--- config.mk ---
export PLATFORM = sky130hd
export DESIGN_NAME = pmp_gate
export DESIGN_NICKNAME = d
export VERILOG_FILES = /design/src/rtl/pmp_gate_pkg.sv /design/src/rtl/pmp_gate_match.sv /design/src/rtl/pmp_gate_select.sv /design/src/rtl/pmp_gate.sv
export SDC_FILE = /design/constraint.sdc
export NUM_CORES = 1
export LEC_CHECK = 0
export ABC_AREA = 1
export BUFFER_PORTS_ARGS = -buffer_cell sky130_fd_sc_hd__buf_2
export CAP_MARGIN = 0
export CORE_ASPECT_RATIO = 0.75
export CORE_UTILIZATION = 40
export CTS_CLUSTER_DIAMETER = 100
export DETAILED_ROUTE_END_ITERATION = 7
export GPL_TIMING_DRIVEN = 0
export PLACE_DENSITY = 0.73
export SETUP_SLACK_MARGIN = 0.02
export SLEW_MARGIN = 20
export SYNTH_ARGS = -nofsm -noshare
export SYNTH_HDL_FRONTEND = slang
export SYNTH_SLANG_ARGS = --single-unit
--- constraint.sdc ---
create_clock -name clk -period 0.8 [get_ports clk]
set_clock_uncertainty 0.05 [all_clocks]
set_input_delay 0.16 -clock clk [delete_from_list [all_inputs] [get_ports clk]]
set_output_delay 0.16 -clock clk [all_outputs]
set_load 0.03 [all_outputs]
--- src/rtl/pmp_gate_pkg.sv ---
package pmp_gate_pkg;
    typedef enum logic [1:0] {
        HIT_NONE  = 2'd0,
        HIT_FULL  = 2'd1,
        HIT_SPLIT = 2'd2
    } hit_e;

    typedef enum logic {
        ST_IDLE = 1'b0,
        ST_RESP = 1'b1
    } state_e;

    localparam logic [1:0] PRIV_MACHINE = 2'd3;
    localparam int         MODE_LSB     = 3;
endpackage

--- src/rtl/pmp_gate_match.sv ---
module pmp_gate_match
    import pmp_gate_pkg::*;
#(
    parameter int AW = 32
) (
    input  logic [AW-1:0] first_b,
    input  logic [AW:0]   last_b,
    input  logic [AW-1:0] lo,
    input  logic [AW-1:0] hi,
    input  logic [1:0]    mode,
    output hit_e          hit
);
    logic first_in;
    logic last_in;

    always_comb begin
        first_in = (first_b >= lo) && (first_b <= hi);
        last_in  = (last_b >= {1'b0, lo}) && (last_b <= {1'b0, hi});
        if (mode == 2'd0) begin
            hit = HIT_NONE;
        end else if (first_in && last_in) begin
            hit = HIT_FULL;
        end else if (first_in || last_in) begin
            hit = HIT_SPLIT;
        end else begin
            hit = HIT_NONE;
        end
    end
endmodule

--- src/rtl/pmp_gate_select.sv ---
module pmp_gate_select
    import pmp_gate_pkg::*;
#(
    parameter int ENTRIES = 4
) (
    input  hit_e                 hits [ENTRIES],
    input  logic [ENTRIES*8-1:0] cfg,
    input  logic [ENTRIES-1:0]   lock,
    input  logic                 machine,
    output logic                 found,
    output logic                 split,
    output logic [2:0]           grant
);
    always_comb begin
        found = 1'b0;
        split = 1'b0;
        grant = 3'b000;
        for (int i = ENTRIES - 1; i >= 0; i--) begin
            if (hits[i] != HIT_NONE) begin
                found = 1'b1;
                split = (hits[i] == HIT_SPLIT);
                grant = (machine && !lock[i]) ? 3'b111 : cfg[i*8 +: 3];
            end
        end
    end
endmodule

--- src/rtl/pmp_gate.sv ---
module pmp_gate
    import pmp_gate_pkg::*;
#(
    parameter int ENTRIES = 4,
    parameter int AW      = 32,
    parameter int SW      = 4,
    localparam int CW     = $clog2(ENTRIES + 1)
) (
    input  logic                  clk,
    input  logic                  rst_n,
    input  logic                  req_valid,
    input  logic [AW-1:0]         req_addr,
    input  logic [SW-1:0]         req_size,
    input  logic [2:0]            req_perm,
    input  logic [1:0]            req_priv,
    input  logic [ENTRIES*AW-1:0] ent_start,
    input  logic [ENTRIES*AW-1:0] ent_end,
    input  logic [ENTRIES*8-1:0]  ent_cfg,
    input  logic [ENTRIES-1:0]    ent_lock,
    input  logic [CW-1:0]         active_cnt,
    output logic                  rsp_valid,
    output logic                  rsp_allow
);
    state_e     state_q, state_d;
    logic [AW:0] last_b;
    hit_e       hits [ENTRIES];
    logic       found, split, machine, allow_d;
    logic [2:0] grant;

    assign machine = (req_priv == PRIV_MACHINE);
    assign last_b  = {1'b0, req_addr} + {{(AW + 1 - SW){1'b0}}, req_size};

    for (genvar g = 0; g < ENTRIES; g++) begin : g_ent
        pmp_gate_match #(.AW(AW)) u_match (
            .first_b (req_addr),
            .last_b  (last_b),
            .lo      (ent_start[g*AW +: AW]),
            .hi      (ent_end[g*AW +: AW]),
            .mode    (ent_cfg[g*8 + MODE_LSB +: 2]),
            .hit     (hits[g])
        );
    end

    pmp_gate_select #(.ENTRIES(ENTRIES)) u_select (
        .hits    (hits),
        .cfg     (ent_cfg),
        .lock    (ent_lock),
        .machine (machine),
        .found   (found),
        .split   (split),
        .grant   (grant)
    );

    always_comb begin
        if (active_cnt == '0) begin
            allow_d = 1'b1;
        end else if (!found) begin
            allow_d = machine;
        end else if (split) begin
            allow_d = 1'b0;
        end else begin
            allow_d = ((req_perm & ~grant) == 3'b000);
        end
    end

    always_comb begin
        state_d = state_q;
        unique case (state_q)
            ST_IDLE: if (req_valid)  state_d = ST_RESP;
            ST_RESP: if (!req_valid) state_d = ST_IDLE;
            default: state_d = ST_IDLE;
        endcase
    end

    always_ff @(posedge clk or negedge rst_n) begin
        if (!rst_n) state_q <= ST_IDLE;
        else        state_q <= state_d;
    end

    always_ff @(posedge clk or negedge rst_n) begin
        if (!rst_n)         rsp_allow <= 1'b0;
        else if (req_valid) rsp_allow <= allow_d;
        else                rsp_allow <= 1'b0;
    end

    assign rsp_valid = (state_q == ST_RESP);
endmodule

==> results.yml <==
status:
  outcome: "complete, but fails checks"
  violations: "DRC, setup timing"
critical_path:
  critical_path.slowest_cell: "sky130_fd_sc_hd__fa_2"
  max_incr_delay_on_cp_ps: 360
  critical_path_peak_fanout: 8
  buffers_plus_inverters_on_the_worst_setup_path: 7
  cp_data_required_time_ps: 900
  setup.worst_path.end_class: "flip-flop"
  crit_type: "input pin to flip-flop"
  cell_with_the_most_instances_on_the_worst_path: "sky130_fd_sc_hd__nor2_4"
  cp_data_arrival_time_ps: 4630
  startpoint_type: "input pin"
  crit_family: "simple AND/OR/NAND/NOR gates"
detailed_routing:
  post_drt_wl_per_cell_um: 20.6
  dr.pass1.iters: 7
  route.detailed.drc: 28
  drt.antenna.violating_nets: 0
  detail_route.vias_per_cell: 5.55
  met2WireLength_um: 26700
  routed_vias: 16900
  drt-total-wl_um: 62900
  wl_met1_um: 27700
  dr.first_iter.drc_count: 1409
  dr.max_layer_used: "met5"
  met3RoutedLength_um: 6140
synth:
  distinct_cell_type_count_after_synthesis: 40
  syn_nets: 3038
  ys_seq_elements: 2
  ys_warn_count: 0
  syn-instance-count: 2178
  synth-seq-area-share_pct: 0.352
  netlist_area_before_placement_mm2: 0.0142
  post_synth.cell_area_avg_um2: 6.52
finish:
  synthToLayoutAreaGrowth_pct: 30.2
  postLayoutCoreUtil_pct: 53.1
  layout.cells.most_common_list: "sky130_fd_sc_hd__ha_1, sky130_fd_sc_hd__inv_1, sky130_fd_sc_hd__nand2_1"
  final_cells: 3047
  final_cell_area_mm2: 0.0185
  layout.cells.most_common: "sky130_fd_sc_hd__ha_1"
  n_antenna_cell: 0
  final_net_count: 3452
  drive_above_1_share_pct: 23.3
placement:
  placedInstanceArea_mm2: 0.0165
  dp_cells: 2963
  dpl.hpwl_um: 51700
  count_of_input_and_output_buffers: 328
  dpl_worst_slack_ps: -5120
  routabilityCongestion: 0.960
clock_tree:
  clkTransAtPathRegs_ps: 30
  cts_buffer_depth: 2
  cts_sinks: 2
  tritoncts.num_buffers: 3
  clk_root_buf: "sky130_fd_sc_hd__clkbuf_16"
  tritoncts: "done"
  cts_max_level: 1
floorplanning:
  core-area_mm2: 0.0348
  die_height_um: 165
  floorplan.die_area_mm2: 0.0363
  fp-row-count: 59
  starting_utilization_of_the_core_area_pct: 40.8
  die_width_um: 220
  ios: 341
timing:
  worst_pin_slew_ps: 1060
  final_hold_viol_count: 0
  maxSlewHeadroom_pct: 28.4
  setup_ws_ps: -3730
  timing.final.crit_period_ps: 4530
  max_clock_freq_ghz: 0.221
  final.period_utilization_pct: 566
  report.final.slew_viol_count: 0
  grt_setup_unrepaired: "true"
  setup_viol_count_final: 3
power:
  p_leak_uw: 0.0106
  comb_power_share_pct: 93.0
  total_power_uw: 12400
  internal_power_uw: 5330
  power.share.clock_pct: 6.1
  power.density_mw_per_mm2: 670
  vdd.ir_drop.worst_mv: 1.28
  power_frac_seq_pct: 1.0
  p_sw_share_pct: 57.0
  switchingPower_uw: 7060
run:
  drv_cap: 0
global_route:
  grt_antenna_before_repair: 2
  globalRouteTotalUtil_pct: 33.5
  pin_count_of_the_biggest_net_entering_global_routing: 14
  wire_length_of_the_first_global_routing_pass_um: 90900
  globalRouteOverflowTotal: 0
  grt_pass1_vias: 16100
min_path:
  hold_path_class: "input pin to flip-flop"
[repair_timing]
action                     CTS  global route
setup endpoints to repair    3             3
resized for setup          170            74
hold endpoints to repair     2             0
pin swaps                   81            60
hold buffers                 1             0
buffers inserted            54            26
[power groups by stage]
stage               logic (uW)  clock network, uW  registers (uW)
floorplan                 6050                  0             150
global placement          9390                  0             120
detailed placement        9760                  0             121
CTS                      10700                765             123
global route             12800                772             125
finish                   11500                751             123
[routing by layer]
| layer | track usage (%) | vias to the layer above |
|---|---|---|
| li1 | - | 8292 |
| met1 | 44.7 | 7728 |
| met2 | 52.5 | 752 |
| met3 | 7.05 | 126 |
| met4 | 12.5 | 2 |
| met5 | 0 | - |
[Yosys cell counts (all sizes together)]
cell | instances | area [um^2]
a211oi | 5 | 37.5
a21boi | 1 | 7.51
a21o | 6 | 45.0
a21oi | 250 | 1250
a31oi | 2 | 12.5
and3 | 5 | 31.3
buf | 2 | 26.3
clkinv | 1 | 3.75
dfrtp | 2 | 50.1
fa | 1 | 20.0
ha | 520 | 6510
inv | 445 | 1670
nand2 | 407 | 1540
nand3 | 76 | 408
nand3b | 3 | 22.5
nand4 | 96 | 626
nor2 | 141 | 577
nor3 | 39 | 206
nor3b | 4 | 30.0
nor4 | 15 | 93.8
o211ai | 28 | 230
o21a | 12 | 90.1
o21ai | 78 | 390
o221ai | 4 | 35.0
o22ai | 2 | 12.5
o311ai | 3 | 26.3
or2 | 3 | 18.8
or3 | 1 | 6.26
xnor2 | 9 | 78.8
xor2 | 17 | 149
[cells by family after synthesis]
kind of cell	synth area share, %
flip-flops	0.352
buffers and inverters	12.0
XOR/XNOR	1.60
AND/OR/NAND/NOR	25.1
adder cells (fa/ha/maj)	46.0
AO/OA/AOI/OAI	15.1
[final timing paths]
kind,startpoint,endpoint,slack [ps],cells past startpoint
max,req_addr[0],rsp_allow$_DFF_PN0_,-3730,35
min,req_valid,rsp_valid$_DFF_PN0_,10,1
max in group asynchronous,rst_n,rsp_valid$_DFF_PN0_,370,2
min in group asynchronous,rst_n,rsp_allow$_DFF_PN0_,230,2
[registers in the layout, summed over array words and instances, names as in the netlist]
| signal | cells |
|---|---|
| rsp_valid | 1 |
| rsp_allow | 1 |
[per-stage QoR]
stage               hold slack, ps  TNS [ps]
floorplan                     -186     -3320
global placement              -105     -4950
detailed placement            -101     -5120
CTS                           10.5     -3950
global route                  13.2     -4200
finish                        13.4     -3990
[final cells by class]
cell class	count	area (um^2)
buffer	2	26.3
tap	457	572
timing repair buffer	409	2550
fill	3413	16400
multi-input combinational	1728	13500
clock buffer	3	75.1
sequential	2	50.0
inverter	446	1680
No activity file was read; power rests on OpenSTA's default activity.
